--- src/rtl/squash_pkg.sv ---
package squash_pkg;
  typedef enum logic [1:0] {
    PCSEL_SEQ     = 2'd0,
    PCSEL_BRANCH  = 2'd1,
    PCSEL_HANDLER = 2'd2
  } pc_sel_e;

  // pipeline stages that can be killed, youngest first
  localparam int NKILL  = 4;
  localparam int KILL_W = $clog2(NKILL);

  localparam logic [KILL_W-1:0] STG_ID  = KILL_W'(1);
  localparam logic [KILL_W-1:0] STG_EX  = KILL_W'(2);
  localparam logic [KILL_W-1:0] STG_MEM = KILL_W'(3);
endpackage

--- src/rtl/squash_arbiter.sv ---
module squash_arbiter
  import squash_pkg::*;
#(
  parameter int AW = 32
) (
  input  logic              br_hit,
  input  logic              exc_id,
  input  logic              exc_ex,
  input  logic              exc_mem,
  input  logic              irq,
  input  logic [AW-1:0]     id_pc,
  input  logic [AW-1:0]     ex_pc,
  input  logic [AW-1:0]     mem_pc,
  output pc_sel_e           sel,
  output logic              kill_act,
  output logic [KILL_W-1:0] kill_from,
  output logic [AW-1:0]     epc_next
);
  // program order: memory stage is oldest, then the branch in memory,
  // then execute, then decode; interrupt last.
  always_comb begin
    sel       = PCSEL_SEQ;
    kill_act  = 1'b0;
    kill_from = '0;
    epc_next  = '0;
    if (exc_mem) begin
      sel = PCSEL_HANDLER; kill_act = 1'b1; kill_from = STG_MEM; epc_next = mem_pc;
    end else if (br_hit) begin
      sel = PCSEL_BRANCH;  kill_act = 1'b1; kill_from = STG_EX;
    end else if (exc_ex) begin
      sel = PCSEL_HANDLER; kill_act = 1'b1; kill_from = STG_EX;  epc_next = ex_pc;
    end else if (exc_id) begin
      sel = PCSEL_HANDLER; kill_act = 1'b1; kill_from = STG_ID;  epc_next = id_pc;
    end else if (irq) begin
      sel = PCSEL_HANDLER; kill_act = 1'b1; kill_from = STG_MEM; epc_next = mem_pc;
    end
  end
endmodule

--- src/rtl/squash_flush_gen.sv ---
module squash_flush_gen
  import squash_pkg::*;
(
  input  logic              active,
  input  logic [KILL_W-1:0] kill_from,
  output logic [NKILL-1:0]  flush
);
  // thermometer: every stage at or younger than kill_from is killed
  for (genvar gi = NKILL - 1; gi >= 0; gi--) begin : g_stage
    if (gi == NKILL - 1) begin : g_top
      assign flush[gi] = active && (kill_from == KILL_W'(gi));
    end else begin : g_lower
      assign flush[gi] = flush[gi+1] || (active && (kill_from == KILL_W'(gi)));
    end
  end
endmodule

--- src/rtl/squash_epc_reg.sv ---
module squash_epc_reg #(
  parameter int AW = 32
) (
  input  logic          clk,
  input  logic          rst_n,
  input  logic          load,
  input  logic [AW-1:0] d,
  output logic [AW-1:0] q
);
  always_ff @(posedge clk or negedge rst_n) begin
    if (!rst_n)    q <= '0;
    else if (load) q <= d;
  end
endmodule

--- src/rtl/squash_ctrl.sv ---
module squash_ctrl
  import squash_pkg::*;
#(
  parameter int          AW         = 32,
  parameter logic [AW-1:0] HANDLER_PC = 32'h0000_0180
) (
  input  logic          clk,
  input  logic          rst_n,
  input  logic          br_resolved_i,
  input  logic          br_taken_i,
  input  logic [AW-1:0] br_target_i,
  input  logic          exc_id_i,
  input  logic          exc_ex_i,
  input  logic          exc_mem_i,
  input  logic          irq_i,
  input  logic [AW-1:0] id_pc_i,
  input  logic [AW-1:0] ex_pc_i,
  input  logic [AW-1:0] mem_pc_i,
  input  logic          mem_we_i,
  output logic [1:0]    pc_sel_o,
  output logic [AW-1:0] redirect_pc_o,
  output logic [3:0]    flush_o,
  output logic          mem_we_o,
  output logic [AW-1:0] epc_o,
  output logic [AW-1:0] handler_pc_o
);
  pc_sel_e           sel;
  logic              kill_act;
  logic [KILL_W-1:0] kill_from;
  logic [AW-1:0]     epc_next;
  logic [NKILL-1:0]  flush;
  logic              br_hit;

  assign br_hit = br_resolved_i && br_taken_i;

  squash_arbiter #(.AW(AW)) u_arb (
    .br_hit    (br_hit),
    .exc_id    (exc_id_i),
    .exc_ex    (exc_ex_i),
    .exc_mem   (exc_mem_i),
    .irq       (irq_i),
    .id_pc     (id_pc_i),
    .ex_pc     (ex_pc_i),
    .mem_pc    (mem_pc_i),
    .sel       (sel),
    .kill_act  (kill_act),
    .kill_from (kill_from),
    .epc_next  (epc_next)
  );

  squash_flush_gen u_flush (
    .active    (kill_act),
    .kill_from (kill_from),
    .flush     (flush)
  );

  squash_epc_reg #(.AW(AW)) u_epc (
    .clk   (clk),
    .rst_n (rst_n),
    .load  (sel == PCSEL_HANDLER),
    .d     (epc_next),
    .q     (epc_o)
  );

  always_comb begin
    case (sel)
      PCSEL_BRANCH:  redirect_pc_o = br_target_i;
      PCSEL_HANDLER: redirect_pc_o = HANDLER_PC;
      default:       redirect_pc_o = '0;
    endcase
  end

  assign pc_sel_o     = sel;
  assign flush_o      = flush;
  assign mem_we_o     = mem_we_i && !flush[NKILL-1];
  assign handler_pc_o = HANDLER_PC;
endmodule

--- config.mk ---
export PLATFORM = sky130hd
export DESIGN_NAME = squash_ctrl
export DESIGN_NICKNAME = d
export VERILOG_FILES = /design/src/rtl/squash_pkg.sv /design/src/rtl/squash_arbiter.sv /design/src/rtl/squash_flush_gen.sv /design/src/rtl/squash_epc_reg.sv /design/src/rtl/squash_ctrl.sv
export SDC_FILE = /design/constraint.sdc
export NUM_CORES = 1
export LEC_CHECK = 0
export ABC_AREA = 0
export BUFFER_PORTS_ARGS = -buffer_cell sky130_fd_sc_hd__buf_2
export CORE_MARGIN = 2
export CORE_UTILIZATION = 36
export CTS_BUF_LIST = sky130_fd_sc_hd__clkbuf_8
export DETAILED_ROUTE_END_ITERATION = 8
export PLACE_DENSITY = 0.87
export REMOVE_ABC_BUFFERS = 1
export SYNTH_ARGS = -nofsm -noshare
export SYNTH_HDL_FRONTEND = slang
export SYNTH_SLANG_ARGS = --single-unit
--- constraint.sdc ---
create_clock -name clk -period 2.1 [get_ports clk]
set_clock_uncertainty 0.1 [all_clocks]
set_input_delay 0.42 -clock clk [delete_from_list [all_inputs] [get_ports clk]]
set_output_delay 0.42 -clock clk [all_outputs]
set_load 0.005 [all_outputs]
After elaboration in Yosys (flattened, before gate mapping) --
Cells that the tools add are included.
Word-level totals: flip-flop bits (word level) 32, bits of input ports 137, output and inout port bits 103, word-level logic and storage cells 38
Operators by class: equal/unequal tests 5, mux-type cells 21, reductions and logical operators 11
Operators by type and width (count):
- 32-bit two-way mux | 5
- 32-bit case mux with 2 select lines | 1
- 2-bit two-way mux | 10
- 2-bit equality test, second input constant | 3
- 1-bit logical AND | 6
- 1-bit two-way mux | 5
- 2-bit by 1-bit equality test with 1-bit output, second input constant | 2
- 1-bit logical OR | 3
- 2-bit logical NOT | 1
- 1-bit logical NOT | 1

Longest topological paths before layout --
Gate-level depths: netlist of run 1.
depth after elaboration 10, mapped depth 7, depth with buffers taken out 3

Modules after synthesis --
Synthesis of run 1 repeated with hierarchy kept, for this count alone.
Unflattened totals: cell total of the unflattened synthesis 312, area, all modules 3009.1 um2
By module, submodules not included:
- squash_epc_reg | instances 1, cells an instance 68, area each 1345.0 um2, sequential area each 800.8 um2
- squash_arbiter | instances 1, cells an instance 163, area each 1123.6 um2, sequential area each 0.0 um2
- squash_ctrl | instances 1, cells an instance 77, area each 515.5 um2, sequential area each 0.0 um2
- squash_flush_gen | instances 1, cells an instance 4, area each 25.0 um2, sequential area each 0.0 um2

Worst setup path before layout of run 1 --
No wires, ideal clock.
path kind input-to-output, start input port irq_i, end output port redirect_pc_o[7], arrival time 1.664 ns, slack -0.084 ns, cell stages on the path 6, path buffers 3, cells stage by stage buf_6 -> or4_4 -> buf_6 -> and2_4 -> buf_6 -> a31o_2
Between the ends: longest elaborated chain between the ends 7, elaborated cells on any way between the ends 8, those cells by class eq/ne: 2; mux: 6
Ends and longest elaborated chain:
- start, declared | RTL line squash_ctrl.sv:15 | input logic irq_i,
- 2-bit two-way mux * | RTL line squash_arbiter.sv:34 | end else if (irq) begin
- 2-bit two-way mux * | RTL line squash_arbiter.sv:32 | end else if (exc_id) begin
- 2-bit two-way mux * | RTL line squash_arbiter.sv:30 | end else if (exc_ex) begin
- 2-bit two-way mux * | RTL line squash_arbiter.sv:28 | end else if (br_hit) begin
- 2-bit two-way mux * | RTL line squash_arbiter.sv:26 | if (exc_mem) begin
- 2-bit equality test / 2-bit by 1-bit equality test with 1-bit output (equally long branches) | RTL line squash_ctrl.sv:66 | case (sel)
- 32-bit case mux with 2 select lines * | RTL line squash_ctrl.sv:66
- end, declared | RTL line squash_ctrl.sv:21 | output logic [AW-1:0] redirect_pc_o,
Every way passes the cells marked *; elsewhere a longest branch is shown, timed or not.

Worst setup path after layout of run 1 --
start input port irq_i, end output port redirect_pc_o[8]
Same word-level chain as after synthesis.

==> results of run 1 <==
[repair_timing]
item / CTS / global route
pin swaps: 0 / 1
resized for setup: 1 / 1
endpoints found under the setup margin: 1 / 3
endpoints found under the hold margin: 0 / 0
[cell families (layout without fill, tap and decap cells)]
family	after synthesis	in the layout	share of synthesized area, %
buf+inv	105	262	19.6
compound gates	133	133	30.8
other cells	2	32	0.263
flops	32	32	28.1
simple gates	103	103	21.2
[how the worst min path moves through the flow]
stage / startpoint / to / cells after the start / slack (ps)
global placement: rst_n / u_epc.q[15] / 1 / 420
floorplan: rst_n / u_epc.q[0] / 0 / 20
CTS: rst_n / u_epc.q[6] / 1 / 130
finish: rst_n / u_epc.q[31] / 1 / 100
detailed placement: rst_n / u_epc.q[6] / 1 / 430
global route: rst_n / u_epc.q[0] / 1 / 160
[worst max-delay path: cells and delay by family]
kind,cells,cell delay [ps]
AOI/OAI and AO/OA,1,200
and+or+nand+nor,2,710
buffers and inverters,2,230
[cell type report]
cell class,count,area (um^2)
fillers,745,3770
multi-input cells,268,1600
repair buffers,221,1160
flip-flops and latches,32,801
inverters,34,128
well taps,102,128
clock buffers,7,96.3
[synth_stat cells (all sizes together), types with 31 or more instances]
cell type and n:
nand2 33, dfrtp 32, nand3b 33, buf 40, clkbuf 31, and2 31, a221o 32, a31oi 32
inv 34, a21oi 65
[metrics by stage]
stage	cells	worst slack (ps)	hold slack, ps	setup TNS, ps	total power [mW]
finish	664	24.9	103	0	1.85
global route	664	0.530	162	0	1.97
detailed placement	657	3.28	432	0	1.35
floorplan	334	-364	24.4	-11610	0.977
global placement	657	17.7	419	0	1.33
CTS	664	2.47	125	0	1.87
[power by group]
group | internal (mW) | switching, mW
sequential | 0.694 | 0.0418
clock | 0.292 | 0.219
combinational | 0.294 | 0.314
[per-layer routing]
metal  wire length [um]  vias to the layer above
met5                  0                        -
met4                153                        0
met3                991                       14
met2               5050                      217
met1               3660                     1616
li1                   -                     1629
==> reports/qor.csv, run 1 <==
metric,value,unit
rsz0062_at_grt,false,
synth_top_area_share,28.1,%
drv_cap,0,
htree_levels,2,
reg2reg_depth,2,
final_common_cell,buf_2,
antenna_found_initial,0,
use_met1,24.5,%
dr.pass1.iters,4,
yosysUniqueCellTypes,20,
use_met2,39.3,%
placed_area,3810,um^2
worst_pin_slew,744,ps
async_reset_ff_share,100,%
grt.total_usage,21.4,%
grt_overflow_total,0,
dpl.hpwl,7.43,mm
die_y,93,um
start_util,37.1,%
grt-busiest-layer,met2,
synth-edff-count,0,
postCtsSetupRepairBufs,0,
worst_path_largest_cell_delay,540,ps
status,"finished, final reports clean",
antenna_cells,0,
ys_ff_latch,32,
cts_root_buf,clkbuf_8,
slew_viol_final,0,
rrSetupSlack,1290,ps
endpoint_kind,primary output,
grt_start_max_net_pins,66,
cellPowerDensity,473,nW/um^2
fin_crit,2080,ps
viasPerCell,5.23,
use_met3,4.27,%
grt_pass1_wl,15.0,mm
synth_area_leaders,"dfrtp_1, a21oi_1, a221o_1, nand3b_1, buf_4",
drt-total-wl,9.86,mm
layout_common_cells,"buf_2, a21oi_1, inv_1, nand3b_1, nand2_1",
critPathRequiredTime,1580,ps
netlist.top_cell.by_area,dfrtp_1,
syn_inst,375,
path_clk_slew,70,ps
largestRegisters,u_epc.q x32,
fin_util,51.0,%
grt_pass1_vias,3252,
die_x,93,um
insertion_delay,270,ps
core,7690,um^2
remaining_drc_errors,0,
die_area,8650,um^2
arrival,1560,ps
synthesis.area,2850,um^2
cp-start-kind,input port,
crit_slowest_cell,or4_4,
path_class,in -> out,
fin_crit_sh,98.8,%
drt_iter0_drc,147,
finalNetCount,699,
largest_reg_flops,32,
rows,32,
final_area,3920,um^2
top_register,u_epc.q,
numCtsBuffers,5,
avgSynthCellArea,7.60,um^2
cts_buffer_depth,2,
cts.sinks,32,
rr_startpoint,u_epc.q[2],
r2r_end,u_epc.q[2],
yosysWarnings,0,
numPortBuffers,207,
cpMostUsedCell,buf_2,
routabilityCongestion,0.768,
yosysSeqAreaShare,28.1,%
leakage,2.12,nW
pin_count,240,
worstPathCellList,buf_2 > or4_4 > and2_4 > a31o_2 > buf_2,
dr_total_vias,3476,
crit_path_end,redirect_pc_o[8],
cp-startpoint,irq_i,
cts_tree,built,
finalHoldViolations,0,
final-setup-viol-count,0,
detail-route-antenna-nets,0,
relSlewSlack,50.4,%
avgRoutedWirePerCell,14.9,um
area_growth_syn_to_layout,37.4,%
hold_class,in -> async,
cts_hold_buf,0,
ys.flop_type,dfrtp_1,
ir_worst_vdd,240,uV
layout-drive-gt1-share,41.3,%
crit_fanout,4,
max_freq,0.482,GHz
Power figures use the tool's default switching activity.
==> inputs of run 2 (changes only) <==
--- a/config.mk
+++ b/config.mk
@@ -11,7 +11,7 @@
 export CORE_UTILIZATION = 36
 export CTS_BUF_LIST = sky130_fd_sc_hd__clkbuf_8
 export DETAILED_ROUTE_END_ITERATION = 8
-export PLACE_DENSITY = 0.87
+export PLACE_DENSITY = 0.79
 export REMOVE_ABC_BUFFERS = 1
 export SYNTH_ARGS = -nofsm -noshare
 export SYNTH_HDL_FRONTEND = slang
==> run 2 against run 1 <==
Hold slack worse by 3.6 ps. Via count is 1.6% lower. Non-clock buffer count is 3 higher. Combinational power is 1% higher. Fmax is 0.57% lower. Register-to-register slack hardly changed.
==> reports/qor.csv, run 2 (synthesis results as in run 1) <==
metric,value,unit
grt_overflow_total,0,
whs,98.9,ps
path_clk_slew,70,ps
detail-route-antenna-nets,0,
p_int,1.26,mW
worst_pin_slew,734,ps
pwr-share-clk,26.8,%
power_frac_comb,33.3,%
fin_crit,2090,ps
pin_count,240,
antenna_found_initial,0,
htree_levels,2,
drt-total-wl,9.86,mm
fin_cells,668,
dr.pass1.iters,5,
insertion_delay,270,ps
area_growth_syn_to_layout,39.4,%
cts_buffer_depth,2,
largestRegisters,u_epc.q x32,
core,7690,um^2
final-setup-viol-count,0,
pwr-share-seq,39.9,%
cellPowerDensity,464,nW/um^2
switching_share,31.8,%
slew_viol_final,0,
die_area,8650,um^2
grt.total_usage,21.6,%
fin_util,51.7,%
critPathRequiredTime,1580,ps
relSlewSlack,51.0,%
grt_pass1_vias,3161,
dp_cells,659,
path_class,in -> out,
dp_slack,-24.9,ps
worst_path_largest_cell_delay,550,ps
die_x,93,um
fin_crit_sh,99.4,%
grt_start_max_net_pins,66,
cpMostUsedCell,buf_6,
avgRoutedWirePerCell,14.8,um
switchingPower,0.588,mW
layout-drive-gt1-share,41.7,%
setup_tns,0,ps
cts_tree,built,
rows,32,
hold_class,in -> async,
start_util,37.1,%
grt_pass1_wl,15.1,mm
endpoint_kind,primary output,
ir_worst_vdd,205,uV
worstPathCellList,buf_6 > or4_4 > and2_4 > a31o_4 > buf_6,
leakage,2.15,nW
numPortBuffers,207,
routabilityCongestion,0.751,
cts.sinks,32,
dr_total_vias,3420,
final_common_cell,buf_2,
dpl.hpwl,7.53,mm
drt_iter0_drc,138,
antenna_cells,0,
top_register,u_epc.q,
layout_common_cells,"buf_2, a21oi_1, inv_1, nand3b_1, nand2_1",
largest_reg_flops,32,
finalNetCount,702,
cts_root_buf,clkbuf_8,
arrival,1570,ps
crit_fanout,3,
status,"finished, final reports clean",
crit_slowest_cell,or4_4,
rsz0062_at_grt,true,
viasPerCell,5.12,
cp-start-kind,input port,
numCtsBuffers,5,
finalHoldViolations,0,
layout_setup_ws,13.0,ps
drv_cap,0,
max_freq,0.479,GHz
remaining_drc_errors,0,
die_y,93,um
==> run 2: cell count changes in the layout (fill, tap and decap cells not counted), moves of 2 or more <==
cell,previous run,this run
a31o_2,2,0
a31o_4,0,2
buf_2,207,203
buf_4,11,15
buf_6,2,5
clkinv_2,0,2
==> run 2: final timing paths <==
check	startpoint	to	slack [ps]	cells past startpoint
setup / recovery	irq_i	redirect_pc_o[8]	10	5
hold / removal	rst_n	u_epc.q[19]	100	1
setup reg to reg	u_epc.q[6]	u_epc.q[6]	1300	2
hold reg to reg	u_epc.q[22]	u_epc.q[22]	450	2
max in group asynchronous	rst_n	u_epc.q[3]	1330	1
min in group clk	mem_pc_i[17]	u_epc.q[17]	310	3
==> run 2: area by class of cell <==
cell class                      count  area [um^2]
Tap cell                          102          128
Inverter                           34          128
Clock inverter                      2         10.0
Fill cell                         769         3710
Timing Repair Buffer              224         1200
Sequential cell                    32          801
Multi-Input combinational cell    268         1620
Clock buffer                        6         82.6
==> run 2: per-stage QoR <==
step / area, um^2 / power [mW]
finish: 3980 / 1.85
global route: 3980 / 1.98
CTS: 3950 / 1.86
detailed placement: 3830 / 1.35
global placement: 3830 / 1.33
floorplan: 2530 / 0.977
==> run 2: layer usage <==
metal	part of all wire (%)	routed length (um)	GRT usage, %	vias to the layer above
met3	8.6	850	4.59	10
li1	-	-	-	1634
met2	52	5110	40.9	180
met5	0	0	0	-
met1	39	3800	24.9	1596
met4	1.0	103	4.53	0
==> run 2: power groups by stage <==
stage                     Combinational [mW]  Clock [mW]  Sequential, mW
after floorplan                        0.226           0           0.752
after global placement                 0.588           0           0.746
after detailed placement               0.604           0           0.747
after CTS                              0.611       0.515           0.737
after global routing                   0.685       0.549           0.744
final                                  0.615       0.494           0.737
==> run 2: repair_timing <==
action                     in CTS  in global routing
setup endpoints to repair       2                  5
hold buffers                    0                  0
pin swaps                       1                  1
resized for setup               3                  4
setup buffers                   1                  0
==> run 2: worst max-delay path, delay by kind of cell <==
kind / cells / cell delay [ps]
and+or+nand+nor: 2 / 740
buffers and inverters: 2 / 200
AOI/OAI and AO/OA: 1 / 200
==> inputs of run 3 (changes only) <==
--- a/config.mk
+++ b/config.mk
@@ -12,6 +12,7 @@
 export CTS_BUF_LIST = sky130_fd_sc_hd__clkbuf_8
 export DETAILED_ROUTE_END_ITERATION = 8
 export PLACE_DENSITY = 0.79
+export RECOVER_POWER = 50
 export REMOVE_ABC_BUFFERS = 1
 export SYNTH_ARGS = -nofsm -noshare
 export SYNTH_HDL_FRONTEND = slang
==> run 3 against run 2 <==
Highest routed layer unchanged. Wire length increased by 0.77%. Combinational power decreased by 1%. Critical path type unchanged. Critical endpoint unchanged. Sequential share of layout area increased by 0.12 points. Clock power about the same.
==> reports/qor.csv, run 3 (synthesis results as in run 1) <==
metric,value,unit
numCtsBuffers,5,
grt.total_usage,21.6,%
total_power,1.84,mW
dr_total_vias,3432,
relSlewSlack,44.8,%
fin_cells,668,
endpoint_kind,primary output,
grt_pass1_vias,3161,
die_y,93,um
routabilityCongestion,0.751,
rsz0062_at_grt,true,
finalNetCount,702,
viasPerCell,5.14,
antenna_cells,0,
detail-route-antenna-nets,0,
fin_util,51.4,%
crit_fanout,3,
status,"finished, final reports clean",
area_growth_syn_to_layout,38.6,%
rows,32,
max_freq,0.479,GHz
critPathRequiredTime,1580,ps
layout_setup_ws,12.7,ps
start_util,37.1,%
die_area,8650,um^2
path_class,in -> out,
drv_cap,0,
p_int,1.25,mW
power_frac_comb,32.9,%
cts_root_buf,clkbuf_8,
pwr-share-clk,27.0,%
largestRegisters,u_epc.q x32,
layout_common_cells,"buf_2, a21oi_1, inv_1, nand3b_1, nand2_1",
whs,129,ps
drt-total-wl,9.94,mm
path_delay_family,simple AND/OR/NAND/NOR gates,
final_area,3950,um^2
dr.pass1.iters,4,
arrival,1570,ps
dp_slack,-24.9,ps
remaining_drc_errors,0,
switchingPower,0.594,mW
cts_hold_buf,0,
fin_crit,2090,ps
numPortBuffers,207,
worstPathCellList,buf_6 > or4_4 > and2_4 > a31o_4 > buf_6,
crit_slowest_cell,or4_4,
worst_path_largest_cell_delay,550,ps
worst_pin_slew,828,ps
grt_pass1_wl,15.1,mm
cts_buffer_depth,2,
final-setup-viol-count,0,
core,7690,um^2
antenna_found_initial,0,
pin_count,240,
dp_cells,659,
largest_reg_flops,32,
placed_area,3830,um^2
ir_worst_vdd,203,uV
insertion_delay,280,ps
die_x,93,um
finalHoldViolations,0,
cellPowerDensity,466,nW/um^2
cp-start-kind,input port,
top_register,u_epc.q,
path_clk_slew,70,ps
final_common_cell,buf_2,
grt_start_max_net_pins,66,
cp.buffers_inverters,2,
leakage,2.10,nW
cts_tree,built,
avgRoutedWirePerCell,14.9,um
cpMostUsedCell,buf_6,
pwr-share-seq,40.1,%
cts.sinks,32,
grt_overflow_total,0,
setup_tns,0,ps
dpl.hpwl,7.53,mm
drt_iter0_drc,166,
fin_crit_sh,99.4,%
hold_class,in -> async,
switching_share,32.3,%
layout-drive-gt1-share,38.7,%
htree_levels,2,
slew_viol_final,0,
## run 3: final cells by class
type	instances	area [um^2]
clock buffers	6	82.6
inverters	34	128
clock inverters	2	10.0
well taps	102	128
repair buffers	224	1180
flip-flops and latches	32	801
fillers	772	3740
multi-input cells	268	1620
## run 3: timing repair
item,in CTS,in global routing
buffers inserted,1,0
endpoints found under the setup margin,2,5
pin swaps,1,1
gates resized for setup,3,4
hold endpoints to repair,0,0
cloned,0,0
## run 3: final timing paths
check,endpoint,slack [ps],cells after the start,start
hold reg to reg,u_epc.q[26],450,2,u_epc.q[26]
min in group clk,u_epc.q[17],300,3,mem_pc_i[17]
setup / recovery,redirect_pc_o[8],10,5,irq_i
hold / removal,u_epc.q[19],130,1,rst_n
max in group asynchronous,u_epc.q[3],1250,1,rst_n
setup reg to reg,u_epc.q[10],1290,2,u_epc.q[10]
## run 3: per-layer routing
metal / global-route usage, % / share of wire, % / routed length (um)
met5: 0 / 0 / 0
met4: 4.53 / 1.0 / 99
met3: 4.59 / 8.6 / 858
met2: 40.9 / 52 / 5170
met1: 24.9 / 38 / 3820
## run 3: power groups by stage
stage               Clock (mW)  Sequential (mW)  Combinational, mW
floorplan                    0            0.752              0.226
global placement             0            0.746              0.588
detailed placement           0            0.747              0.604
CTS                      0.515            0.737              0.611
global route             0.549            0.746              0.673
finish                   0.497            0.738              0.606
